--- src/rtl/i2cm_pkg.sv ---
package i2cm_pkg;

    typedef enum logic [1:0] {
        OP_START = 2'd0,
        OP_WRITE = 2'd1,
        OP_READ  = 2'd2,
        OP_STOP  = 2'd3
    } op_e;

    typedef enum logic [2:0] {
        S_IDLE  = 3'd0,
        S_START = 3'd1,
        S_BIT   = 3'd2,
        S_HOLD  = 3'd3,
        S_STOP1 = 3'd4,
        S_STOP2 = 3'd5
    } st_e;

    typedef struct packed {
        st_e        st;
        logic [3:0] bitn;
        logic [7:0] sh;
        logic       rx;
        logic       last;
        logic       addr;
        logic       done;
        logic [7:0] rdata;
    } ctl_t;

    typedef struct packed {
        logic ack;
        logic nak;
        logic berr;
    } flags_t;

endpackage

--- src/rtl/i2cm_bit_timer.sv ---
module i2cm_bit_timer #(
    parameter int HALF_CLKS = 66
) (
    input  logic clk,
    input  logic rst_n,
    input  logic clr,
    output logic hi,
    output logic half_end,
    output logic per_end
);
    localparam int PERIOD = 2 * HALF_CLKS;
    localparam int CW     = (PERIOD > 2) ? $clog2(PERIOD) : 1;
    localparam logic [CW-1:0] HALF_C = CW'(HALF_CLKS);
    localparam logic [CW-1:0] HLAST  = CW'(HALF_CLKS - 1);
    localparam logic [CW-1:0] PLAST  = CW'(PERIOD - 1);

    logic [CW-1:0] cnt_d, cnt_q;

    always_comb begin
        hi       = (cnt_q >= HALF_C);
        half_end = (cnt_q == HLAST);
        per_end  = (cnt_q == PLAST);
        if (clr || per_end) cnt_d = '0;
        else                cnt_d = cnt_q + 1'b1;
    end

    always_ff @(posedge clk or negedge rst_n) begin
        if (!rst_n) cnt_q <= '0;
        else        cnt_q <= cnt_d;
    end

    // Period wraps to the start of the low half
    p_wrap_r10: assert property (@(posedge clk) disable iff (!rst_n)
        (per_end && !clr) |=> (cnt_q == '0))
        else $error("period did not wrap");

    // After the low half ends, the high half follows
    p_half_r10: assert property (@(posedge clk) disable iff (!rst_n)
        (half_end && !clr) |=> hi)
        else $error("high half did not follow low half");

endmodule

--- src/rtl/i2cm_flags.sv ---
module i2cm_flags
    import i2cm_pkg::*;
(
    input  logic   clk,
    input  logic   rst_n,
    input  logic   ack_we,
    input  logic   ack_val,
    input  logic   nak_set,
    input  logic   nak_clr,
    input  logic   berr_set,
    input  logic   berr_clr,
    output flags_t flags_q
);
    flags_t flags_d;

    always_comb begin
        flags_d = flags_q;
        if (ack_we)   flags_d.ack  = ack_val;
        if (nak_clr)  flags_d.nak  = 1'b0;
        if (nak_set)  flags_d.nak  = 1'b1;
        if (berr_clr) flags_d.berr = 1'b0;
        if (berr_set) flags_d.berr = 1'b1;
    end

    always_ff @(posedge clk or negedge rst_n) begin
        if (!rst_n) flags_q <= '0;
        else        flags_q <= flags_d;
    end

    // The bus-error flag falls only on a software clear
    p_berr_sticky_r9: assert property (@(posedge clk) disable iff (!rst_n)
        $fell(flags_q.berr) |-> $past(berr_clr))
        else $error("berr dropped without clear");

endmodule

--- src/rtl/i2c_byte_master.sv ---
module i2c_byte_master
    import i2cm_pkg::*;
#(
    parameter int HALF_CLKS = 66
) (
    input  logic       clk,
    input  logic       rst_n,
    input  logic       cmd_valid,
    input  logic [1:0] cmd_op,
    input  logic [7:0] cmd_byte,
    input  logic       cmd_last,
    input  logic       berr_clr,
    input  logic       scl_in,
    input  logic       sda_in,
    output logic       scl_oe,
    output logic       sda_oe,
    output logic       busy,
    output logic       done,
    output logic       ack,
    output logic       nak,
    output logic       berr,
    output logic [7:0] rd_data
);
    localparam logic [3:0] ACK_SLOT = 4'd8;

    ctl_t   q, d;
    flags_t fl;
    op_e    op;
    logic   t_clr, t_hi, t_half_end, t_end;
    logic   ack_we, ack_val, nak_set, nak_clr, berr_set;
    logic   tx_rel;

    assign op = op_e'(cmd_op);

    i2cm_bit_timer #(.HALF_CLKS(HALF_CLKS)) u_timer (
        .clk      (clk),
        .rst_n    (rst_n),
        .clr      (t_clr),
        .hi       (t_hi),
        .half_end (t_half_end),
        .per_end  (t_end)
    );

    i2cm_flags u_flags (
        .clk      (clk),
        .rst_n    (rst_n),
        .ack_we   (ack_we),
        .ack_val  (ack_val),
        .nak_set  (nak_set),
        .nak_clr  (nak_clr),
        .berr_set (berr_set),
        .berr_clr (berr_clr),
        .flags_q  (fl)
    );

    always_comb begin
        d        = q;
        t_clr    = 1'b0;
        ack_we   = 1'b0;
        ack_val  = 1'b0;
        nak_set  = 1'b0;
        nak_clr  = 1'b0;
        berr_set = 1'b0;
        scl_oe   = 1'b0;
        sda_oe   = 1'b0;
        tx_rel   = 1'b0;
        case (q.st)
            S_IDLE: begin
                if (cmd_valid && op == OP_START) begin
                    d.st   = S_START;
                    d.sh   = cmd_byte;
                    d.rx   = 1'b0;
                    d.addr = 1'b1;
                    d.last = 1'b0;
                    d.done = 1'b0;
                    t_clr  = 1'b1;
                    nak_clr = 1'b1;
                end
            end
            S_START: begin
                sda_oe = 1'b1;
                if (t_half_end) begin
                    d.st   = S_BIT;
                    d.bitn = '0;
                    t_clr  = 1'b1;
                end
            end
            S_BIT: begin
                scl_oe = !t_hi;
                if (q.bitn < ACK_SLOT) begin
                    sda_oe = !q.rx && !q.sh[7];
                    tx_rel = !q.rx && q.sh[7];
                end else begin
                    sda_oe = q.rx && !q.last;
                end
                if (t_end) begin
                    if ((tx_rel && !sda_in) || !scl_in) berr_set = 1'b1;
                    if (q.bitn < ACK_SLOT) begin
                        d.sh   = {q.sh[6:0], sda_in};
                        d.bitn = q.bitn + 4'd1;
                    end else begin
                        d.bitn = '0;
                        if (q.rx) begin
                            d.rdata = q.sh;
                            d.st    = S_HOLD;
                            d.done  = 1'b1;
                        end else begin
                            ack_we  = 1'b1;
                            ack_val = !sda_in;
                            if (q.addr && sda_in) begin
                                nak_set = 1'b1;
                                d.st    = S_STOP1;
                                t_clr   = 1'b1;
                            end else begin
                                d.st   = S_HOLD;
                                d.done = 1'b1;
                            end
                        end
                    end
                end
            end
            S_HOLD: begin
                scl_oe = 1'b1;
                if (cmd_valid) begin
                    case (op)
                        OP_WRITE: begin
                            d.st   = S_BIT;
                            d.sh   = cmd_byte;
                            d.rx   = 1'b0;
                            d.addr = 1'b0;
                            d.bitn = '0;
                            d.done = 1'b0;
                            t_clr  = 1'b1;
                        end
                        OP_READ: begin
                            d.st   = S_BIT;
                            d.sh   = '0;
                            d.rx   = 1'b1;
                            d.last = cmd_last;
                            d.addr = 1'b0;
                            d.bitn = '0;
                            d.done = 1'b0;
                            t_clr  = 1'b1;
                        end
                        OP_STOP: begin
                            d.st   = S_STOP1;
                            d.done = 1'b0;
                            t_clr  = 1'b1;
                        end
                        default: ;
                    endcase
                end
            end
            S_STOP1: begin
                scl_oe = !t_hi;
                sda_oe = 1'b1;
                if (t_end) begin
                    d.st  = S_STOP2;
                    t_clr = 1'b1;
                end
            end
            S_STOP2: begin
                if (t_half_end) begin
                    d.st   = S_IDLE;
                    d.done = 1'b1;
                end
            end
            default: d.st = S_IDLE;
        endcase
    end

    always_ff @(posedge clk or negedge rst_n) begin
        if (!rst_n) q <= '0;
        else        q <= d;
    end

    assign busy    = (q.st != S_IDLE) && (q.st != S_HOLD);
    assign done    = q.done;
    assign ack     = fl.ack;
    assign nak     = fl.nak;
    assign berr    = fl.berr;
    assign rd_data = q.rdata;

    // With SCL released, SDA moves only to form START or STOP
    p_sda_edge_r2: assert property (@(posedge clk) disable iff (!rst_n)
        (!scl_oe && !$past(scl_oe) && (sda_oe != $past(sda_oe)))
        |-> ((sda_oe && $past(q.st) == S_IDLE) || (!sda_oe && $past(q.st) == S_STOP1)))
        else $error("SDA moved while SCL high");

    // The ack flag is written only at the end of the ninth clock
    p_ack_slot_r4: assert property (@(posedge clk) disable iff (!rst_n)
        (fl.ack != $past(fl.ack)) |-> $past(q.st == S_BIT && q.bitn == ACK_SLOT && t_end))
        else $error("ack changed outside ninth clock");

    // A rejected address leads straight into STOP
    p_nak_stop_r5: assert property (@(posedge clk) disable iff (!rst_n)
        $rose(fl.nak) |-> (q.st == S_STOP1))
        else $error("nak without stop");

    // Bus errors are only detected at a bit sample point
    p_berr_src_r9: assert property (@(posedge clk) disable iff (!rst_n)
        $rose(fl.berr) |-> $past(q.st == S_BIT && t_end))
        else $error("berr raised outside a bit");

    // Non-start commands do nothing while idle
    p_idle_ignore_r11: assert property (@(posedge clk) disable iff (!rst_n)
        (q.st == S_IDLE && cmd_valid && op != OP_START) |=> (q.st == S_IDLE))
        else $error("idle accepted a non-start command");

    // Accepting a command clears done
    p_busy_done_r12: assert property (@(posedge clk) disable iff (!rst_n)
        $rose(busy) |-> !done)
        else $error("done still set at command start");

endmodule

--- config.mk ---
export PLATFORM = sky130hd
export DESIGN_NAME = i2c_byte_master
export DESIGN_NICKNAME = d
export VERILOG_FILES = /design/src/rtl/i2cm_pkg.sv /design/src/rtl/i2cm_bit_timer.sv /design/src/rtl/i2cm_flags.sv /design/src/rtl/i2c_byte_master.sv
export SDC_FILE = /design/constraint.sdc
export NUM_CORES = 1
export LEC_CHECK = 0
export ABC_CLOCK_PERIOD_IN_PS = 3900
export CORE_MARGIN = 3
export CORE_UTILIZATION = 30
export CTS_BUF_LIST = sky130_fd_sc_hd__clkbuf_2
export DETAILED_ROUTE_END_ITERATION = 16
export GPL_TIMING_DRIVEN = 0
export PLACE_DENSITY_LB_ADDON = 0.12
export RECOVER_POWER = 100
export SLEW_MARGIN = 20
export SYNTH_ARGS = -nofsm -noshare
export SYNTH_HDL_FRONTEND = slang
export SYNTH_SLANG_ARGS = --single-unit
--- constraint.sdc ---
create_clock -name clk -period 3.9 [get_ports clk]
set_input_delay 0.39 -clock clk [delete_from_list [all_inputs] [get_ports clk]]
set_output_delay 0.39 -clock clk [all_outputs]
set_load 0.01 [all_outputs]
==> After elaboration in Yosys (flattened, before gate mapping) <==
Cells that the tools add are included.
{ "totals": {"in_bits": 17, "memories": 0, "latch_bits": 0, "ramBits": 0, "regBits": 38, "out_inout_bits": 15, "rom_bits": 0, "wordCells": 139} }
{ "classes": {"n_lt_le_gt_ge": 2, "addsub": 2, "reduce_logical": 36, "mux": 61, "mul": 0, "bitwise": 1, "n_eq_ne": 25, "n_div": 0, "n_shift": 0} }
{ "op_table": {"columns": ["operator", "count"], "rows": [
  ["$mux 1", 35],
  ["$pmux 13 s2", 1],
  ["$mux 8", 3],
  ["$pmux 8 s3", 1],
  ["$ne 2x2->1 const B", 10],
  ["$mux 19", 1],
  ["$mux 3", 6],
  ["$mux 9", 2],
  ["$pmux 3 s6", 1],
  ["$reduce_and 4->1", 4],
  ["$reduce_and 8->1", 2],
  ["$mux 15", 1],
  ["$mux 12", 1],
  ["$pmux 3 s2", 2],
  ["$pmux 4 s3", 1],
  ["$reduce_bool 3->1", 3],
  ["$add 8x1->8 const B", 1],
  ["$eq 8x7->1 const B", 1],
  ["$eq 8x8->1 const B", 1],
  ["$ge 8x7->1 const B", 1],
  ["$logic_and 1x1->1", 7],
  ["$mux 7", 1],
  ["$eq 3x2->1 const B", 2],
  ["$eq 3x3->1 const B", 2],
  ["other kinds (24)", 37]
]} }

==> Depth between registers and ports, before layout <==
Gate-level depths: netlist of run 1.
{ "depth": {"ltp_word": 10, "ltp_mapped": 8, "depth_no_buf": 7} }

==> Modules after synthesis <==
From an unflattened synthesis of run 1, not the netlist that was laid out.
{ "hier_totals": {"cells_unflattened": 234, "hier_area_um2": 2368.5} }
{ "by_module_without_submodules": {"columns": ["module", "cells_each", "n_inst", "area_per_inst_um2", "seq_area_each_um2"], "rows": [
  ["i2c_byte_master", 180, 1, 1815.5, 675.6],
  ["i2cm_bit_timer", 46, 1, 440.4, 200.2],
  ["i2cm_flags", 8, 1, 112.6, 75.1]
]} }

==> Least setup slack after synthesis of run 1 <==
No wires, ideal clock.
{ "synth_timing": {"path_type": "register -> output", "startpoint": "reg u_timer.cnt_q[4]", "endpoint": "out scl_oe", "n_path_buf": 0, "t_required_ns": 3.510, "stages_incl_launch_ff": 5, "path_slack_ns": 1.949, "arrival_time_ns": 1.561, "path_cell_list": "dfrtp_1 -> or4_4 -> or3_1 -> a21oi_1 -> o21a_1"} }
{ "synth_via": {"elab_chain_len": 3} }
{ "synth_lines": {"columns": ["element", "line_no", "rtl"], "rows": [
  ["start, declared", "i2cm_bit_timer.sv:17", "logic [CW-1:0] cnt_d, cnt_q;"],
  ["start signal, assigned", "i2cm_bit_timer.sv:29", "else cnt_q <= cnt_d;"],
  ["$ge 8x7->1", "i2cm_bit_timer.sv:20", "hi = (cnt_q >= HALF_C);"],
  ["$logic_not 1->1", "i2c_byte_master.sv:89, i2c_byte_master.sv:155", null],
  ["$pmux 1 s2", "i2c_byte_master.sv:67", "case (q.st)"],
  ["end, declared", "i2c_byte_master.sv:15", "output logic scl_oe,"]
]} }
Every way passes these cells.

==> Worst setup path after layout of run 1 <==
{ "layout_timing": {"startpoint": "reg u_timer.cnt_q[5]", "endpoint": "out scl_oe"} }
The elaborated chain is that of the path after synthesis.

==> impl_metrics.py, run 1 <==
metrics = {
    "logic_synthesis": {
        "yosys-top-cells-area": "dfrtp_1 43%, ha_1 5.1%, o21ai_1 3.6%",
        "avgSynthCellArea_um2": 9.70,
        "async_flop_share_pct": 100,
        "synth_top_cell_by_area": "dfrtp_1",
        "synth.ff_latch_count": 38,
        "synth_nets": 254,
        "synthCells": 228,
        "synth_area_um2": 2210,
        "synth_edf_count": 0,
        "synth.distinct_cells": 47,
        "ys_warn_count": 0,
        "ys.flop_type": "dfrtp_1",
        "yosys.area.top_type_share_pct": 43.0,
        "seq_area_frac_synth_pct": 43.0,
    },
    "placement": {
        "gp_congestion": 0.851,
        "dpl_cell_area_um2": 2660,
        "hpwl_um": 3800,
        "port-buffer-count": 31,
    },
    "timing": {
        "finalSetupViolations": 0,
        "drv_slew": 0,
        "hold_violations": 0,
        "tns_ps": 0,
        "fin_crit_ps": 3030,
        "hold-worst-slack_ps": 513,
        "max_freq_ghz": 0.330,
        "fin_worst_skew_ps": 22.2,
        "rsz0062_at_grt": "false",
        "post-route-period-util_pct": 77.7,
        "tightest_slew_ps": 1060,
        "slew_headroom_pct": 29.4,
    },
    "worst_setup_path": {
        "cp-end-kind": "output pin",
        "path_class": "flop to output pin",
        "cp-start-kind": "flop",
        "ff2ff_setup_slack_ps": 1200,
        "reg2reg_depth": 4,
        "cp_max_fo": 5,
        "crit_arrival_ps": 2640,
        "cp.required_ps": 3510,
    },
    "finish": {
        "finalNetCount": 294,
        "syn_to_final_growth_pct": 20.3,
        "fillers": 755,
        "final_area_um2": 2660,
        "n_antenna_cell": 0,
        "drive_gt1_share_pct": 8.92,
    },
    "clocking": {
        "cts-resized-gates": 0,
        "cts.sinks": 38,
        "numCtsBuffers": 5,
        "clock_latency_ps": 380,
        "cts_tree": "done",
        "h-tree-depth": 2,
        "clockBufferDepth": 2,
        "clock-root-buffer": "clkbuf_2",
        "post_cts_buffers": 0,
        "path_clk_slew_ps": 210,
        "cts-hold-fix-buffers": 1,
    },
    "worst_hold_path": {
        "hold_path.class": "flop to flop",
        "min_path_cells": 2,
    },
    "power": {
        "power_leakage_nw": 1.23,
        "ir_drop_v": 0.000200,
        "powerDensity_nw_per_um2": 643,
    },
    "die": {
        "num_rows": 30,
        "die_w_um": 91.8,
        "num_io_pins": 32,
        "start_util_pct": 31.7,
        "die_area_um2": 8440,
        "core_um2": 6980,
        "dieHeight_um": 91.8,
    },
    "route": {
        "routed-via-count": 1817,
        "drc": 0,
        "firstDrtPassIters": 4,
        "wl_per_cell_um": 14.1,
        "ant_nets": 0,
        "via_per_inst": 4.98,
        "drt_wl_total_um": 5140,
        "dr.first_iter.drc_count": 85,
    },
    "global_routing": {
        "grt_max_degree": 21,
        "grtUsageTotal_pct": 12.8,
        "antenna_found_initial": 0,
        "grt_pass1_vias": 1754,
        "grt_pass1_wl_um": 8780,
        "grt_overflow": 0,
    },
    "outcome": {
        "status": "finished, final reports clean",
    },
    "job": {
        "maxCapViolCount": 0,
    },
}
where the power goes:
group	total, mW	switching (mW)	internal [mW]
combinational	0.917	0.543	0.374
sequential	0.614	0.106	0.508
clock	0.179	0.138	0.0410
layout make-up:
| type | instances | area, µm² | share of cell area (%) |
|---|---|---|---|
| clock inverters | 3 | 16.3 | 0.612 |
| clock buffers | 5 | 25.0 | 0.941 |
| inverters | 11 | 41.3 | 1.55 |
| plain buffers | 17 | 95.1 | 3.58 |
| multi-input cells | 162 | 1090 | 41.1 |
| well taps | 96 | 120 | 4.52 |
| flip-flops and latches | 38 | 951 | 35.8 |
| repair buffers | 33 | 318 | 12.0 |
cell usage after synthesis (all sizes together), types with 2 or more instances:
cell type,instances
nor4,3
and3b,2
a211o,2
a31oi,3
nand2b,5
and3,5
a21oi,10
nand3b,4
o31ai,2
nor2b,4
and2,2
o21ai,26
dfrtp,38
nand2,15
o41ai,2
xnor2,3
mux2,8
a221oi,3
nor3,4
inv,11
nand3,7
clkbuf,6
nand4,2
nor2,13
xor2,3
buf,11
a21o,3
a22oi,7
ha,9
or4,2
a22o,4
state kept, by name, summed over array words and instances, names as in the netlist:
signal,count
q,18
rd_data,8
u_timer.cnt_q,8
u_flags.flags_q,3
done,1
worst max-delay path, stage by stage, from the launching register on:
cell and delay (ps):
dfrtp_1 480, or4_4 570, or3_1 330, a21oi_1 150, o21a_1 130, dlygate4sd3_1 600
cell usage in the layout, fill, tap and decap left out, drive strengths merged, types with 8 or more instances in the layout:
master / n
dlygate4sd3: 16
a21oi: 10
dfrtp: 38
ha: 9
buf: 9
nand2: 15
inv: 11
mux2: 8
clkbuf: 15
o21ai: 26
clkdlybuf4s50: 15
nor2: 13
metal layers:
metal  global-route usage, %  vias up  wire length (µm)
met5                       0        -                 0
met4                    3.59        0                36
met3                    2.79        4               253
met2                    18.1       46              2210
met1                    19.5      868              2640
li1                        -      899                 -
kinds of logic (layout without fill, tap and decap cells):
group                    after synthesis  count (layout)  share of synthesized area (%)
AND/OR/NAND/NOR                       70              70                           17.5
AO/OA/AOI/OAI                         69              69                           21.7
XOR/XNOR                               6               6                           2.38
buffers and inverters                 28              69                           6.28
multiplexers                           8               8                           4.07
adder cells (fa/ha/maj)                9               9                           5.09
flip-flops                            38              38                           43.0
through the flow:
| step | worst slack [ps] | util [%] | total power, mW | std cells |
|---|---|---|---|---|
| 3_5_place_dp | 1270 | 38.2 | 1.60 | 356 |
| 5_1_grt | 745 | 38.1 | 1.89 | 365 |
| 6_report | 870 | 38.1 | 1.71 | 365 |
| 4_1_cts | 892 | 38.9 | 1.79 | 365 |
| 2_1_floorplan | 1950 | - | 1.30 | 228 |
| 3_3_place_gp | 1240 | 37.8 | 1.60 | 355 |
path summary, 6_finish.rpt:
path / start / to
hold reg to reg: u_flags.flags_q[2] / u_flags.flags_q[2]
setup reg to reg: q[26] / rd_data[5]
max in group asynchronous: rst_n / u_timer.cnt_q[1]
setup / recovery: u_timer.cnt_q[5] / scl_oe
hold / removal: u_flags.flags_q[2] / u_flags.flags_q[2]
min in group asynchronous: rst_n / q[15]
(Power assumes the default switching activity.)
==> run 2, diff against run 1 <==
--- a/config.mk
+++ b/config.mk
@@ -5,7 +5,7 @@
 export SDC_FILE = /design/constraint.sdc
 export NUM_CORES = 1
 export LEC_CHECK = 0
-export ABC_CLOCK_PERIOD_IN_PS = 3900
+export ABC_CLOCK_PERIOD_IN_PS = 2700
 export CORE_MARGIN = 3
 export CORE_UTILIZATION = 30
 export CTS_BUF_LIST = sky130_fd_sc_hd__clkbuf_2
==> constraint.sdc (replaced) <==
create_clock -name clk -period 2.7 [get_ports clk]
set_input_delay 0.27 -clock clk [delete_from_list [all_inputs] [get_ports clk]]
set_output_delay 0.27 -clock clk [all_outputs]
set_load 0.01 [all_outputs]
==> run 2 against run 1 <==
  * Final cell count grew 0.55%
  * Sequential power is 42% higher
  * Hold slack worse by 79 ps
  * Register-to-register slack worse by 1000 ps
  * Die area is the same
  * Clock power increased by 44%
  * Total power up 47%
  * Final area increased by 0.85%
  * Non-clock buffer count increased by 2
  * Core utilization grew 0.32 points
  * Critical path type unchanged
==> impl_metrics.py, run 2 (same netlist as run 1, synthesis figures left out) <==
metrics = {
    "route": {
        "wl_per_cell_um": 14.1,
        "drc": 0,
        "via_per_inst": 4.92,
        "routed-via-count": 1806,
        "ant_nets": 0,
        "firstDrtPassIters": 4,
        "dr.first_iter.drc_count": 80,
        "drt_wl_total_um": 5170,
    },
    "timing": {
        "post-route-period-util_pct": 95.1,
        "fin_crit_ps": 2570,
        "tightest_slew_ps": 1060,
        "layout_setup_ws_ps": 132,
        "rsz0062_at_grt": "false",
        "max_freq_ghz": 0.389,
        "hold_violations": 0,
        "finalSetupViolations": 0,
        "drv_slew": 0,
        "slew_headroom_pct": 29.3,
        "hold-worst-slack_ps": 435,
        "fin_worst_skew_ps": 20.1,
        "tns_ps": 0,
    },
    "placement": {
        "place_ws_ps": 192,
        "dpl_cell_area_um2": 2660,
        "gp_congestion": 0.851,
        "hpwl_um": 3800,
        "place_inst": 356,
        "port-buffer-count": 31,
    },
    "job": {
        "maxCapViolCount": 0,
    },
    "worst_hold_path": {
        "min_path_cells": 2,
        "hold_path.class": "input pin to flop",
        "hold_start": "berr_clr",
        "worstHoldEndpoint": "u_flags.flags_q[0]",
    },
    "power": {
        "p_total_mw": 2.51,
        "ir_drop_v": 0.000287,
        "power_leakage_nw": 1.24,
        "powerDensity_nw_per_um2": 935,
    },
    "die": {
        "die_w_um": 91.8,
        "num_rows": 30,
        "die_area_um2": 8440,
        "start_util_pct": 31.7,
        "dieHeight_um": 91.8,
        "core_um2": 6980,
        "num_io_pins": 32,
    },
    "finish": {
        "n_antenna_cell": 0,
        "regMostFlops": "q",
        "layout.cells.non_filler": 367,
        "final_area_um2": 2680,
        "syn_to_final_growth_pct": 21.3,
        "final_common_cell": "dfrtp_1",
        "largest_reg_flops": 18,
        "mostFrequentLayoutCells": "37 x dfrtp_1, 18 x o21ai_0, 17 x clkdlybuf4s50_1",
        "drive_gt1_share_pct": 10.7,
        "final_util_pct": 38.4,
        "finalNetCount": 296,
    },
    "worst_setup_path": {
        "path_buf_inv": 2,
        "crit_chain": "nand2b_1, clkbuf_1, o21ai_0, a22o_1, clkdlybuf4s50_1",
        "reg2reg_to": "rd_data[5]",
        "reg2reg_depth": 4,
        "worst_r2r_startpoint": "q[26]",
        "ff2ff_setup_slack_ps": 200,
        "path_class": "flop to output pin",
        "crit_arrival_ps": 2300,
        "critPathMaxStageDelay_ps": 510,
        "path_delay_family": "buffers and inverters",
        "worst_path_max_delay_cell": "dfrtp_1",
        "cp.required_ps": 2430,
        "cp-start-kind": "flop",
        "cp-end-kind": "output pin",
        "cp_max_fo": 10,
    },
    "clocking": {
        "h-tree-depth": 2,
        "cts.sinks": 38,
        "cts_tree": "done",
        "numCtsBuffers": 5,
        "clock_latency_ps": 380,
        "clockBufferDepth": 2,
        "path_clk_slew_ps": 210,
        "clock-root-buffer": "clkbuf_2",
    },
    "global_routing": {
        "grtUsageTotal_pct": 12.9,
        "grt_overflow": 0,
        "grt_pass1_vias": 1774,
        "antenna_found_initial": 0,
        "grt_pass1_wl_um": 8850,
        "grt_max_degree": 21,
    },
    "outcome": {
        "status": "finished, final reports clean",
    },
}
==> run 2: area by class of cell <==
class | instances | area [µm²]
inverters | 11 | 41.3
well taps | 96 | 120
clock inverters | 3 | 16.3
flip-flops and latches | 38 | 952
repair buffers | 36 | 335
clock buffers | 5 | 25.0
multi-input cells | 162 | 1100
fillers | 755 | 4300
plain buffers | 16 | 92.6
==> run 2: metal layers <==
metal  vias to the layer above  wire length (µm)  track usage (%)
li1                        904                 -                -
met1                       849              2640             19.6
met2                        49              2230             18.2
met3                         4               258             2.79
met4                         0                36             3.59
met5                         -                 0                0
==> run 2: worst reg2reg max path, delay by kind of cell (launching register included) <==
family	cells	cell delay (ps)
simple gates	2	1340
flops	1	430
mux	1	440
buf+inv	1	220
==> run 2: what timing repair did <==
| item | in CTS | in global routing |
|---|---|---|
| resized for setup | 2 | 0 |
| hold endpoints to repair | 19 | 0 |
| gates cloned | 0 | 0 |
| hold buffers | 1 | 0 |
| setup endpoints to repair | 1 | 1 |
| buffers inserted | 3 | 0 |
==> run 2: report_power, final <==
group	internal [mW]	total [mW]	leakage (nW)	switching, mW
sequential	0.735	0.871	0.494	0.136
combinational	0.564	1.38	0.724	0.814
clock	0.0592	0.257	0.0264	0.198
total	1.36	2.51	1.24	1.15
==> run 2: worst max path at each step <==
stage	startpoint	end	slack (ps)	cells after the start
floorplan	u_timer.cnt_q[4]	q[20]	870	5
global placement	cmd_op[0]	q[16]	160	9
detailed placement	cmd_op[0]	q[16]	190	9
CTS	q[25]	sda_oe	110	5
global route	q[25]	sda_oe	20	5
finish	q[25]	sda_oe	130	5
==> run 3, diff against run 2 <==
--- a/config.mk
+++ b/config.mk
@@ -6,6 +6,7 @@
 export NUM_CORES = 1
 export LEC_CHECK = 0
 export ABC_CLOCK_PERIOD_IN_PS = 2700
+export CAP_MARGIN = 20
 export CORE_MARGIN = 3
 export CORE_UTILIZATION = 30
 export CTS_BUF_LIST = sky130_fd_sc_hd__clkbuf_2
==> results of run 3 <==
Same layout as run 2: the final DEF is identical, and so are final timing and power.
